===== config.mk =====
export PLATFORM = sky130hd
export DESIGN_NAME = rx_pkt_merge
export DESIGN_NICKNAME = d
export VERILOG_FILES = /design/src/rtl/rx_merge_pkg.sv /design/src/rtl/rx_mode_decode.sv /design/src/rtl/rx_size_check.sv /design/src/rtl/rx_byte_gate.sv /design/src/rtl/rx_pkt_merge.sv
export SDC_FILE = /design/constraint.sdc
export NUM_CORES = 1
export LEC_CHECK = 0
export BUFFER_PORTS_ARGS = -buffer_cell sky130_fd_sc_hd__buf_2
export CAP_MARGIN = 20
export CORE_MARGIN = 2
export CORE_UTILIZATION = 60
export CTS_BUF_LIST = sky130_fd_sc_hd__clkbuf_8
export CTS_CLUSTER_SIZE = 24
export DETAILED_ROUTE_END_ITERATION = 8
export PLACE_DENSITY = 0.89
export SYNTH_ARGS = -nofsm -noshare
export SYNTH_HDL_FRONTEND = slang
export SYNTH_SLANG_ARGS = --single-unit
export TNS_END_PERCENT = 5

===== constraint.sdc =====
create_clock -name clk -period 7.6 [get_ports clk]
set_clock_uncertainty 0.05 [all_clocks]
set_input_delay 0 -clock clk [delete_from_list [all_inputs] [get_ports clk]]
set_output_delay 0 -clock clk [all_outputs]
set_load 0.1 [all_outputs]

===== src/rtl/rx_merge_pkg.sv =====
// Package: shared types for the receive packet combiner.
// Assumes the endpoint-type code used by standard USB endpoint descriptors.
package rx_merge_pkg;

    typedef enum logic [1:0] {
        EP_CTRL = 2'b00,
        EP_ISO  = 2'b01,
        EP_BULK = 2'b10,
        EP_INTR = 2'b11
    } ep_kind_e;

    typedef enum logic [1:0] {
        MODE_PASS  = 2'b00,
        MODE_SPLIT = 2'b01,
        MODE_HIBW  = 2'b10
    } merge_mode_e;

endpackage


===== src/rtl/rx_mode_decode.sv =====
// Module: rx_mode_decode
// Picks the merge mode and the effective multiplier from the endpoint
// type, speed, enables and the multiplier field.
// Assumes the configuration is held stable while a packet is open.
module rx_mode_decode
    import rx_merge_pkg::*;
#(
    parameter int MULT_W = 5,
    localparam int MC_W  = MULT_W + 1
) (
    input  logic [1:0]       ep_type,
    input  logic             high_speed,
    input  logic             split_en,
    input  logic             hibw_en,
    input  logic [MULT_W-1:0] mult_field,
    output merge_mode_e      mode,
    output logic [MC_W-1:0]  mult
);

    ep_kind_e kind;
    assign kind = ep_kind_e'(ep_type);

    // Select the mode and derive the multiplier for it.
    always_comb begin
        mode = MODE_PASS;
        mult = MC_W'(1);
        if (kind == EP_BULK && split_en) begin
            mode = MODE_SPLIT;
            mult = {1'b0, mult_field} + MC_W'(1);
        end else if ((kind == EP_ISO || kind == EP_INTR) && high_speed && hibw_en) begin
            mode = MODE_HIBW;
            if (mult_field[1])      mult = MC_W'(3);
            else if (mult_field[0]) mult = MC_W'(2);
        end
    end

endmodule


===== src/rtl/rx_size_check.sv =====
// Module: rx_size_check
// Flags a payload size times multiplier that does not fit the receive
// FIFO, or half of it when the FIFO is double-buffered.
// Assumes FIFO_BYTES fits in PROD_W bits.
module rx_size_check #(
    parameter int MAXP_W     = 11,
    parameter int MC_W       = 6,
    parameter int FIFO_BYTES = 4096,
    localparam int PROD_W    = MAXP_W + MC_W
) (
    input  logic              clk,
    input  logic              rst_n,
    input  logic [MAXP_W-1:0] maxp,
    input  logic [MC_W-1:0]   mult,
    input  logic              dbl_buf,
    output logic              cfg_err
);

    localparam logic [PROD_W-1:0] LIM_FULL = PROD_W'(FIFO_BYTES);
    localparam logic [PROD_W-1:0] LIM_HALF = PROD_W'(FIFO_BYTES / 2);

    logic [PROD_W-1:0] total;
    assign total = PROD_W'(maxp) * PROD_W'(mult);

    // Register the comparison of the combined size against the limit.
    always_ff @(posedge clk) begin
        if (!rst_n) cfg_err <= 1'b0;
        else        cfg_err <= total > (dbl_buf ? LIM_HALF : LIM_FULL);
    end

endmodule


===== src/rtl/rx_byte_gate.sv =====
// Module: rx_byte_gate
// Counts the bytes of the current USB packet and accepts only the first
// maxp of them. Reports truncation and a short final byte count.
// Assumes one byte per beat and no zero-length packets.
module rx_byte_gate #(
    parameter int MAXP_W = 11,
    localparam int CNT_W = MAXP_W + 1
) (
    input  logic              clk,
    input  logic              rst_n,
    input  logic              in_valid,
    input  logic              in_sop,
    input  logic              in_eop,
    input  logic [MAXP_W-1:0] maxp,
    output logic              accept,
    output logic              trunc,
    output logic              last,
    output logic              short_end
);

    logic [CNT_W-1:0] cnt;
    logic [CNT_W-1:0] idx;
    logic [CNT_W-1:0] got;

    assign idx       = in_sop ? '0 : cnt;
    assign accept    = in_valid && (idx < {1'b0, maxp});
    assign trunc     = in_valid && !accept;
    assign got       = idx + CNT_W'(accept);
    assign last      = in_valid && in_eop;
    assign short_end = last && (got < {1'b0, maxp});

    // Track the accepted byte count within the current packet.
    always_ff @(posedge clk) begin
        if (!rst_n)        cnt <= '0;
        else if (last)     cnt <= '0;
        else if (in_valid) cnt <= got;
    end

endmodule


===== src/rtl/rx_pkt_merge.sv =====
// Module: rx_pkt_merge (top)
// Joins consecutive USB packets into one FIFO packet by mode and
// multiplier. Writes accepted bytes one cycle later and strobes pkt_done
// with the total length.
// Assumes uframe_sof never falls inside a packet and the configuration
// changes only while no FIFO packet is open.
module rx_pkt_merge
    import rx_merge_pkg::*;
#(
    parameter int DATA_W     = 8,
    parameter int MAXP_W     = 11,
    parameter int MULT_W     = 5,
    parameter int FIFO_BYTES = 4096,
    localparam int CFG_W     = MAXP_W + MULT_W,
    localparam int MC_W      = MULT_W + 1,
    localparam int LEN_W     = MAXP_W + MULT_W
) (
    input  logic              clk,
    input  logic              rst_n,
    input  logic              in_valid,
    input  logic [DATA_W-1:0] in_data,
    input  logic              in_sop,
    input  logic              in_eop,
    input  logic              uframe_sof,
    input  logic              high_speed,
    input  logic [1:0]        ep_type,
    input  logic              split_en,
    input  logic              hibw_en,
    input  logic              dbl_buf,
    input  logic [CFG_W-1:0]  cfg_reg,
    output logic              wr_en,
    output logic [DATA_W-1:0] wr_data,
    output logic              pkt_done,
    output logic [LEN_W-1:0]  pkt_len,
    output logic              pkt_ovr,
    output logic              cfg_err
);

    logic [MAXP_W-1:0] maxp;
    logic [MULT_W-1:0] mult_field;
    merge_mode_e       mode;
    logic [MC_W-1:0]   mult;
    logic              accept, trunc, last, short_end;
    logic [MC_W-1:0]   pkt_cnt;
    logic [LEN_W-1:0]  len_acc;
    logic              ovr_acc;
    logic              cnt_hit, close_eop, close_sof, close_now;
    logic [LEN_W-1:0]  len_next;

    assign maxp       = cfg_reg[MAXP_W-1:0];
    assign mult_field = cfg_reg[CFG_W-1:MAXP_W];

    rx_mode_decode #(.MULT_W(MULT_W)) u_mode (
        .ep_type    (ep_type),
        .high_speed (high_speed),
        .split_en   (split_en),
        .hibw_en    (hibw_en),
        .mult_field (mult_field),
        .mode       (mode),
        .mult       (mult)
    );

    rx_size_check #(.MAXP_W(MAXP_W), .MC_W(MC_W), .FIFO_BYTES(FIFO_BYTES)) u_size (
        .clk     (clk),
        .rst_n   (rst_n),
        .maxp    (maxp),
        .mult    (mult),
        .dbl_buf (dbl_buf),
        .cfg_err (cfg_err)
    );

    rx_byte_gate #(.MAXP_W(MAXP_W)) u_gate (
        .clk       (clk),
        .rst_n     (rst_n),
        .in_valid  (in_valid),
        .in_sop    (in_sop),
        .in_eop    (in_eop),
        .maxp      (maxp),
        .accept    (accept),
        .trunc     (trunc),
        .last      (last),
        .short_end (short_end)
    );

    assign cnt_hit   = (pkt_cnt + MC_W'(1)) >= mult;
    assign close_eop = last && (mode == MODE_PASS || cnt_hit ||
                                (mode == MODE_SPLIT && short_end));
    assign close_sof = uframe_sof && mode == MODE_HIBW && (pkt_cnt != '0 || last);
    assign close_now = close_eop || close_sof;
    assign len_next  = len_acc + LEN_W'(accept);

    // Forward accepted bytes to the FIFO one cycle later.
    always_ff @(posedge clk) begin
        if (!rst_n) begin
            wr_en   <= 1'b0;
            wr_data <= '0;
        end else begin
            wr_en   <= accept;
            wr_data <= in_data;
        end
    end

    // Accumulate the packet count, length and overrun; close on a rule hit.
    always_ff @(posedge clk) begin
        if (!rst_n) begin
            pkt_cnt  <= '0;
            len_acc  <= '0;
            ovr_acc  <= 1'b0;
            pkt_done <= 1'b0;
            pkt_len  <= '0;
            pkt_ovr  <= 1'b0;
        end else begin
            pkt_done <= close_now;
            if (close_now) begin
                pkt_len <= len_next;
                pkt_ovr <= ovr_acc | trunc;
                pkt_cnt <= '0;
                len_acc <= '0;
                ovr_acc <= 1'b0;
            end else begin
                len_acc <= len_next;
                ovr_acc <= ovr_acc | trunc;
                if (last) pkt_cnt <= pkt_cnt + MC_W'(1);
            end
        end
    end

endmodule


==> impl_metrics.csv, run 1 <==
group,metric,value,unit
cts,clk_pin_slew,80,ps
floorplanning,rows,34,
finish,insertedDiodeCount,0,
pwr,power_switching,352,uW
pwr,internal_power,580,uW
global_route,top_usage_layer,"met2",
sta,drv_slew,0,
global_route,use_met2,0.437,
worst_setup_path,critPathKind,"input pin to flip-flop",
global_route,antenna_found_initial,0,
global_route,overflow,0,
cts,clk-insertion-delay-late,340,ps
worst_setup_path,reg2reg_to,"pkt_ovr",
pwr,comb_power_share,0.321,
run_status,status,"finished, final reports clean",
worst_setup_path,crit_path_end,"u_size.cfg_err",
placement,numPortBuffers,63,
synthesis,synth_area,0.00547,mm^2
worst_setup_path,worstSetupStartpointType,"input pin",
synthesis,syn_nets,777,
placement,hpwlAfterDp,9630,um
sta,worst_slew_pin_slew,820,ps
synthesis,synth_ff_type,"dfxtp_1",
floorplanning,die_x,99.5,um
pwr,vdd_drop_max,183,uV
finish,syn_to_final_growth,11.6,%
routing,ant_nets,0,
pwr,clockPowerShare,0.302,
synthesis,ys_ff_latch,63,
sta,setup_ws,1930,ps
worst_setup_path,cp_max_fo,10,
synthesis,ys_types,57,
pwr,seq_power_share,0.378,
sta,fin_crit,5670,ps
worst_setup_path,crit_family,"adder cells",
placement,dp_cells,792,
worst_setup_path,r2r_slack,2170,ps
cts,cts_tree,"yes",
worst_setup_path,crit_chain,"buf_2, or2_1, nor3_1, inv_2, nor2_1, fa_1, fa_1, inv_1, fa_1, inv_1, ha_1, and3_1, a221o_1, nor2_1, o21bai_1, a21oi_1, xnor2_1, ha_1, nand4_1, a2111oi_0, a31oi_1, o41a_1",
routing,drcViolationCount,0,
worst_setup_path,worstReg2RegStart,"u_gate.cnt[3]",
sta,fmax,176,MHz
pwr,power_density,153,mW/mm^2
worst_setup_path,slowest_delay,540,ps
finish,final_layout_size_suffix_gt1_frac,0.127,
pwr,sw_frac_of_total,0.378,
global_route,grt_usage,0.261,
synthesis,yosys.cell_count.top_type,"nor2_1",
routing,via_count,4758,
finish,fin_area,0.00610,mm^2
floorplanning,start_util,0.624,
floorplanning,ios,64,
cts,cts_max_level,3,
synthesis,yosysTopAreaCell,"dfxtp_1",
finish,fin_nets,840,
worst_setup_path,cp-startpoint,"ep_type[0]",
synthesis,synth_area_per_cell,8.52,um^2
routing,wl,12500,um
worst_setup_path,r2r_cells,17,
synthesis,syn_inst,642,
global_route,grt_max_degree,35,
routing,drtIter0Drc,268,
worst_setup_path,cp.arrival,5840,ps
worst_setup_path,slowest_stage,"fa_1",
sta,setup-tns-final,0,ps
routing,dr.pass1.iters,5,
finish,nFillCells,650,
floorplanning,die_y,99.5,um
cts,cts_post_setup_buffers_inserted,0,
finish,post-route-util,0.697,
job,maxCapViolations,0,
worst_setup_path,cp_num_cells,22,
synthesis,netlist_top_cells_area,"dfxtp_1, ha_1, fa_1",
worst_setup_path,crit_top_cell,"fa_1",
cts,numCtsBuffers,9,
synthesis,ys_warn_count,0,
placement,postPlaceCellArea,0.00581,mm^2
sta,period_share,0.746,
placement,dp_slack,1660,ps
worst_setup_path,worst-path-buf-inv,4,
routing,wire_per_inst,15.3,um
worst_setup_path,crit_path_end_kind,"flip-flop",
placement,place_congestion,0.950,
sta,setup_violations,0,
sta,rsz0062_at_grt,"no",
worst_setup_path,worstPathRequired,7770,ps
cts,clock-sinks,63,
global_route,grt_pass1_vias,4808,
floorplanning,die-area,0.00989,mm^2
synthesis,synth_commonest_cells,"nor2_1, inv_1, dfxtp_1",
floorplanning,design.core.area,0.00876,mm^2
synthesis,synth-edff-count,0,
global_route,grt_pass1_wl,21200,um
cts,cts_root_buf,"clkbuf_8",
min_path,min_path_type,"input pin to flip-flop",
pwr,p_leak,3.09,nW
synthesis,synth-async-reset-ratio,0,
synthesis,synth_seq_area_share,0.231,
global_route,use_met1,0.342,
global_route,grt_util_met3,0.0443,
finish,fin_cells,818,
cts,clock_path_buffers,2,
sta,finalHoldViolations,0,
synthesis,synth.top_cell.area_share,0.231,
routing,vias_per_cell,5.82,
sta,relSlewSlack,0.453,
-- per-layer routing --
layer  share of wire  routed length [um]  vias up
met5               0                   0        -
met4           0.025                 308        0
met3           0.067                 830       34
met2            0.48                5980      190
met1            0.43                5360     2253
li1                -                   -     2281
-- state kept, by name (all words and copies together) (netlist names) --
register,count
u_gate.cnt,12
pkt_cnt,6
pkt_len,16
wr_data,8
len_acc,16
ovr_acc,1
pkt_ovr,1
wr_en,1
u_size.cfg_err,1
pkt_done,1
-- how the worst min path moves through the flow --
stage | start | to | depth (start not counted)
floorplan | in_data[0] | wr_data[0] | 1
global placement | in_data[4] | wr_data[4] | 2
detailed placement | in_data[4] | wr_data[4] | 2
CTS | in_valid | u_gate.cnt[11] | 3
global route | rst_n | pkt_len[13] | 2
finish | rst_n | pkt_len[8] | 2
-- timing repair --
item                      4_1_cts  5_1_grt
hold endpoints to repair        9        0
gates resized for setup         0        0
hold buffers                    9        0
-- area by class of cell --
cell class / count / area (um^2) / share of cell area
Multi-Input combinational cell: 488 / 3830 / 0.628
Timing Repair Buffer: 74 / 428 / 0.0701
Tap cell: 108 / 135 / 0.0221
Clock inverter: 7 / 65.1 / 0.0107
Inverter: 69 / 259 / 0.0424
Sequential cell: 63 / 1260 / 0.207
Clock buffer: 9 / 124 / 0.0203
-- metrics by stage --
stage / power (mW) / hold WS [ps]
floorplan: 0.592 / 77.3
CTS: 0.932 / 109
global route: 0.979 / 150
detailed placement: 0.650 / 159
finish: 0.933 / 121
global placement: 0.638 / 155
-- layout by cell type, fill, tap and decap left out, types with 3 or more instances in the layout --
cell type | Yosys | layout
and3_1 | 10 | 10
xnor2_1 | 22 | 22
xor2_1 | 23 | 23
nand3_1 | 22 | 22
clkbuf_8 | 0 | 9
a211oi_1 | 4 | 4
fa_1 | 37 | 37
a21o_1 | 7 | 7
nor2_1 | 108 | 108
and2_1 | 19 | 19
dfxtp_1 | 63 | 63
mux2i_1 | 14 | 14
nand4_1 | 8 | 8
o2111ai_1 | 3 | 3
ha_1 | 62 | 62
nand2_1 | 32 | 32
a21oi_1 | 14 | 14
o311a_1 | 15 | 15
o21ai_0 | 26 | 26
nand2b_1 | 3 | 3
clkinv_2 | 0 | 3
buf_2 | 5 | 63
nor2b_1 | 14 | 14
o21a_1 | 3 | 3
inv_1 | 66 | 67
nor3_1 | 7 | 7
inv_2 | 3 | 3
dlygate4sd3_1 | 0 | 9
-- cell families (layout without fill, tap and decap cells) --
group,after synthesis,after routing,synth area share
multiplexers,14,14,0.0256
XOR/XNOR,45,45,0.0721
AO/OA/AOI/OAI,96,96,0.125
buffers and inverters,91,159,0.0684
AND/OR/NAND/NOR,234,234,0.200
flip-flops,63,63,0.231
adder cells (fa/ha/maj),99,99,0.277
-- power by group through the flow --
stage | combinational (mW) | clock, mW | sequential [mW]
after global routing | 0.325 | 0.301 | 0.353
final | 0.299 | 0.282 | 0.352
after global placement | 0.280 | 0 | 0.358
after floorplan | 0.139 | 0 | 0.454
after CTS | 0.295 | 0.285 | 0.352
after detailed placement | 0.291 | 0 | 0.359
(Power assumes the default switching activity.)
==> run 2: changes to the inputs <==
Settings changed: CORE_UTILIZATION 60 to 55, PLACE_DENSITY 0.89 to 0.86.
Clock period 7.6 ns to 4.6 ns, I/O delays scaled along.
==> run 2 against run 1 <==
  * Non-clock buffer count grew 50
  * Utilization rose by 0.43 points
  * First-iteration DRC count is 6.3% lower
  * Global-route usage is 0.75 points higher
  * Largest cell class unchanged
  * The flow now finishes with violations (negative setup slack)
  * Die area grew 8.7%
  * Wire length grew 12%
  * Sequential share of layout area shrank 2.1 points
  * Sequential cell count unchanged
==> impl_metrics.csv, run 2 (same netlist as run 1, synthesis figures left out) <==
group,metric,value,unit
run_status,status,"finished with violations",
run_status,violations,"negative setup slack",
global_route,antenna_found_initial,0,
routing,wire_per_inst,15.6,um
sta,setup-tns-final,-71.5,ps
placement,hpwlAfterDp,10600,um
worst_setup_path,cp_max_fo,11,
routing,dr.pass1.iters,5,
floorplanning,die_y,104,um
global_route,grt_max_degree,35,
pwr,power_density,251,mW/mm^2
finish,fin_cells,893,
sta,rsz0062_at_grt,"yes",
sta,setup_violations,1,
cts,clock_path_buffers,2,
sta,finalHoldViolations,0,
sta,relSlewSlack,0.625,
min_path,min_path_type,"input pin to flip-flop",
finish,layout_commonest_cell,"nor2_1",
finish,layout_top_registers,"len_acc: 16 flops, pkt_len: 16 flops, u_gate.cnt: 12 flops",
placement,numPortBuffers,63,
floorplanning,die-area,0.0108,mm^2
worst_setup_path,critPathKind,"input pin to flip-flop",
routing,drtIter0Drc,251,
placement,place_congestion,0.929,
routing,via_count,5035,
floorplanning,start_util,0.562,
global_route,overflow,0,
cts,cts_max_level,3,
pwr,vdd_drop_max,393,uV
worst_setup_path,cp.arrival,4860,ps
finish,insertedDiodeCount,0,
floorplanning,design.core.area,0.00973,mm^2
cts,numCtsBuffers,9,
routing,wl,14000,um
sta,period_share,1.02,
finish,final_cell_mix,"nor2_1, inv_1, buf_2",
worst_setup_path,crit_chain,"buf_2, and3_1, a22oi_2, and2_4, fa_1, fa_1, inv_1, fa_1, inv_2, ha_4, and3_4, a221o_1, nor2_2, o21bai_1, a21oi_1, xnor2_1, ha_1, nand4_1, a2111oi_2, a31oi_1, o41a_1",
job,maxCapViolations,0,
finish,fin_nets,890,
sta,fmax,214,MHz
worst_setup_path,crit_top_cell,"fa_1",
worst_setup_path,crit_path_end_kind,"flip-flop",
global_route,grt_usage,0.268,
finish,post-route-util,0.701,
placement,dp_cells,862,
placement,postPlaceCellArea,0.00635,mm^2
routing,drcViolationCount,0,
sta,setup_ws,-71.5,ps
cts,cts_tree,"yes",
cts,clock-sinks,63,
floorplanning,die_x,104,um
finish,fin_area,0.00682,mm^2
pwr,p_leak,3.35,nW
routing,vias_per_cell,5.64,
worst_setup_path,worstSetupStartpointType,"input pin",
worst_setup_path,slowest_stage,"fa_1",
sta,worst_slew_pin_slew,563,ps
sta,drv_slew,0,
routing,ant_nets,0,
floorplanning,rows,36,
cts,clk-insertion-delay-late,350,ps
cts,clk_pin_slew,80,ps
cts,cts_root_buf,"clkbuf_8",
sta,fin_crit,4670,ps
finish,final_layout_size_suffix_gt1_frac,0.254,
worst_setup_path,worstPathRequired,4790,ps
global_route,grt_pass1_wl,23700,um
worst_setup_path,slowest_delay,540,ps
global_route,grt_pass1_vias,5192,
floorplanning,ios,64,
sta,worst_hold_slack,114,ps
finish,syn_to_final_growth,24.7,%
run 2: cell types whose count changed in the layout (fill, tap and decap cells not counted), sizes merged:
cell	before	now
buf	65	115
inv	70	72
clkinv	4	1
bufinv	1	2
run 2: layer usage:
layer	vias to the layer above	part of all wire	global-route usage
met1	2435	0.40	0.308
met2	162	0.51	0.487
met5	-	0	0
met4	0	0.037	0.128
li1	2387	-	-
met3	51	0.049	0.0409
run 2: worst paths after layout:
| path | slack (ps) | cells past startpoint | endpoint | start |
|---|---|---|---|---|
| worst max-delay path | -70 | 21 | u_size.cfg_err | hibw_en |
| worst min-delay path | 110 | 2 | pkt_len[3] | rst_n |
| worst max register to register | 110 | 20 | len_acc[13] | u_gate.cnt[2] |
| worst min register to register | 420 | 2 | pkt_len[0] | pkt_len[0] |
run 2: power breakdown:
| part | switching (mW) | leakage (nW) | internal, mW |
|---|---|---|---|
| registers | 0.0114 | 0.516 | 0.570 |
| clock network | 0.247 | 0.111 | 0.312 |
| logic | 0.378 | 2.73 | 0.193 |
| total | 0.636 | 3.35 | 1.07 |
run 2: what timing repair did:
action,in CTS,in global routing
buffers inserted,2,4
gates resized for setup,13,15
hold buffers,9,0
endpoints found under the setup margin,40,42
endpoints found under the hold margin,9,0
pin swaps,6,9
run 2: area by class of cell:
class	instances	area, um^2
clock buffer	9	124
clock inverter	7	103
fill	723	2910
inverter	69	259
multi-input combinational	488	4080
sequential	63	1270
tap	133	166
timing repair buffer	124	820
run 2: critical path, delay by kind of cell:
kind	cells	cell delay, ps
AO/OA/AOI/OAI	7	1730
XOR/XNOR	1	100
adder cells (fa/ha/maj)	5	1970
buffers and inverters	3	220
AND/OR/NAND/NOR	5	850
run 2: per-stage QoR:
stage	worst slack, ps	total power, mW
after global routing	-298	1.78
after global placement	-294	1.12
after floorplan	-36.5	1.00
after detailed placement	-470	1.14
after CTS	-81.6	1.70
final	-71.5	1.71
==> run 3: changes to the inputs <==
Settings changed: CORE_ASPECT_RATIO set to 0.6, CORE_MARGIN 2 to 8.
==> run 3 against run 2 <==
  * The flow still finishes with violations (negative setup slack)
  * Final cell count rose by 1.5%
  * Global-route usage fell by 2.8 points
  * Critical path depth increased by 4
  * Via count grew 5.8%
  * Critical endpoint unchanged
==> impl_metrics.csv, run 3 (same netlist as run 1, synthesis figures left out) <==
group,metric,value,unit
cts,clk_pin_slew,80,ps
run_status,violations,"negative setup slack",
global_route,grt_usage,0.240,
sta,worst_slew_pin_slew,592,ps
sta,period_share,1.00,
worst_setup_path,critPathKind,"input pin to flip-flop",
placement,hpwlAfterDp,12000,um
finish,area.sequential,0.00126,mm^2
sta,drv_slew,0,
floorplanning,die_x,145,um
global_route,grt_pass1_wl,25900,um
finish,multiInputGateArea,0.00417,mm^2
routing,wl,16500,um
floorplanning,ios,64,
sta,fin_crit,4620,ps
pwr,vdd_drop_max,187,uV
routing,met1_length,6870,um
routing,wl_met3,1550,um
pwr,comb_power_share,0.345,
finish,final_layout_size_suffix_gt1_frac,0.284,
cts,clock_path_buffers,2,
worst_setup_path,cp.arrival,4810,ps
pwr,sw_frac_of_total,0.361,
finish,syn_to_final_growth,28.4,%
floorplanning,die-area,0.0135,mm^2
finish,insertedDiodeCount,0,
finish,layout_commonest_cell,"nor2_1",
worst_setup_path,worstPathRequired,4790,ps
global_route,antenna_found_initial,0,
job,maxCapViolations,0,
routing,ant_nets,0,
min_path,min_to,"pkt_len[6]",
sta,rsz0062_at_grt,"yes",
placement,numPortBuffers,63,
routing,via_count,5325,
global_route,grt_pass1_vias,5338,
worst_setup_path,worstReg2RegStart,"u_gate.cnt[3]",
sta,relSlewSlack,0.605,
pwr,seq_power_share,0.334,
min_path,worstHoldStart,"rst_n",
worst_setup_path,crit_family,"adder cells",
run_status,status,"finished with violations",
cts,clk-insertion-delay-late,350,ps
floorplanning,die_y,93.2,um
worst_setup_path,cp-startpoint,"cfg_reg[11]",
cts,numCtsBuffers,9,
worst_setup_path,cp_max_fo,6,
floorplanning,rows,28,
sta,setup_ws,-20.2,ps
finish,final_cell_mix,"nor2_1, inv_1, buf_2",
min_path,min_delay_path_depth,2,
finish,nFillCells,634,
worst_setup_path,r2r_slack,50,ps
routing,wire_per_inst,18.3,um
sta,finalHoldViolations,0,
worst_setup_path,r2r_cells,20,
worst_setup_path,reg2reg_to,"len_acc[10]",
routing,dr.pass1.iters,5,
routing,top_layer,"met4",
routing,drtIter0Drc,594,
routing,vias_per_cell,5.88,
worst_setup_path,slowest_delay,530,ps
sta,fmax,216,MHz
pwr,internal_power,1.11,mW
routing,drcViolationCount,0,
cts,cts_tree,"yes",
worst_setup_path,worstSetupStartpointType,"input pin",
pwr,power_switching,630,uW
worst_setup_path,crit_path_end_kind,"flip-flop",
pwr,power,1.74,mW
finish,layout_top_registers,"len_acc: 16 flops, pkt_len: 16 flops, u_gate.cnt: 12 flops",
pwr,power_density,248,mW/mm^2
global_route,overflow,0,
cts,cts_max_level,3,
worst_setup_path,slowest_stage,"fa_1",
cts,clock-sinks,63,
floorplanning,design.core.area,0.00977,mm^2
sta,setup_violations,1,
placement,place_congestion,0.950,
global_route,grt_max_degree,35,
sta,setup-tns-final,-20.2,ps
worst_setup_path,worst-path-buf-inv,6,
cts,cts_root_buf,"clkbuf_8",
min_path,min_path_type,"input pin to flip-flop",
routing,met2_length,7730,um
floorplanning,start_util,0.559,
pwr,p_leak,3.43,nW
finish,fin_nets,902,
pwr,clockPowerShare,0.321,
## run 3: cell types whose count changed in the layout (fill, tap and decap cells not counted), moves of 4 or more
| cell | before | now |
|---|---|---|
| o21ai_1 | 2 | 6 |
| o21ai_0 | 25 | 21 |
| nor2_2 | 17 | 27 |
| buf_4 | 49 | 59 |
| nor2_1 | 88 | 75 |
## run 3: power groups by stage
stage,combinational [mW],sequential (mW),clock (mW)
after floorplan,0.254,0.749,0
after global placement,0.537,0.592,0
after detailed placement,0.563,0.593,0
after CTS,0.581,0.581,0.558
after global routing,0.641,0.585,0.591
final,0.602,0.582,0.560
## run 3: through the flow
step / hold WS (ps) / setup slack [ps] / utilization / instance area (um^2) / cells
6_report: 142 / -20.2 / 0.719 / 7020 / 906
5_1_grt: 151 / -240 / 0.719 / 7020 / 906
4_1_cts: 134 / 4.07 / 0.705 / 6890 / 901
3_5_place_dp: 161 / -451 / 0.659 / 6440 / 875
3_3_place_gp: 159 / -211 / 0.659 / 6440 / 875
2_1_floorplan: 77.3 / -36.5 / - / 5640 / 642
## run 3: worst max path at each step
stage / depth (start not counted) / to
2_1_floorplan: 24 / u_size.cfg_err
3_3_place_gp: 23 / u_size.cfg_err
3_5_place_dp: 24 / u_size.cfg_err
4_1_cts: 23 / u_size.cfg_err
5_1_grt: 24 / u_size.cfg_err
6_report: 25 / u_size.cfg_err
## run 3: layout make-up
cell class / count / share of cell area
inverters: 69 / 0.0376
multi-input cells: 489 / 0.594
clock inverters: 3 / 0.00926
flip-flops and latches: 63 / 0.180
well taps: 135 / 0.0241
repair buffers: 135 / 0.132
clock buffers: 12 / 0.0235
## run 3: repair_timing
action	in CTS	in global routing
resized for setup	32	27
setup endpoints to repair	40	40
endpoints found under the hold margin	9	0
gates cloned	1	0
pin swaps	12	13
hold buffers	9	0
setup buffers	1	5
## run 3: metal layers
layer,global-route usage,vias to the layer above
li1,-,2409
met1,0.305,2602
met2,0.398,270
met3,0.0605,44
met4,0.0715,0
met5,0,-
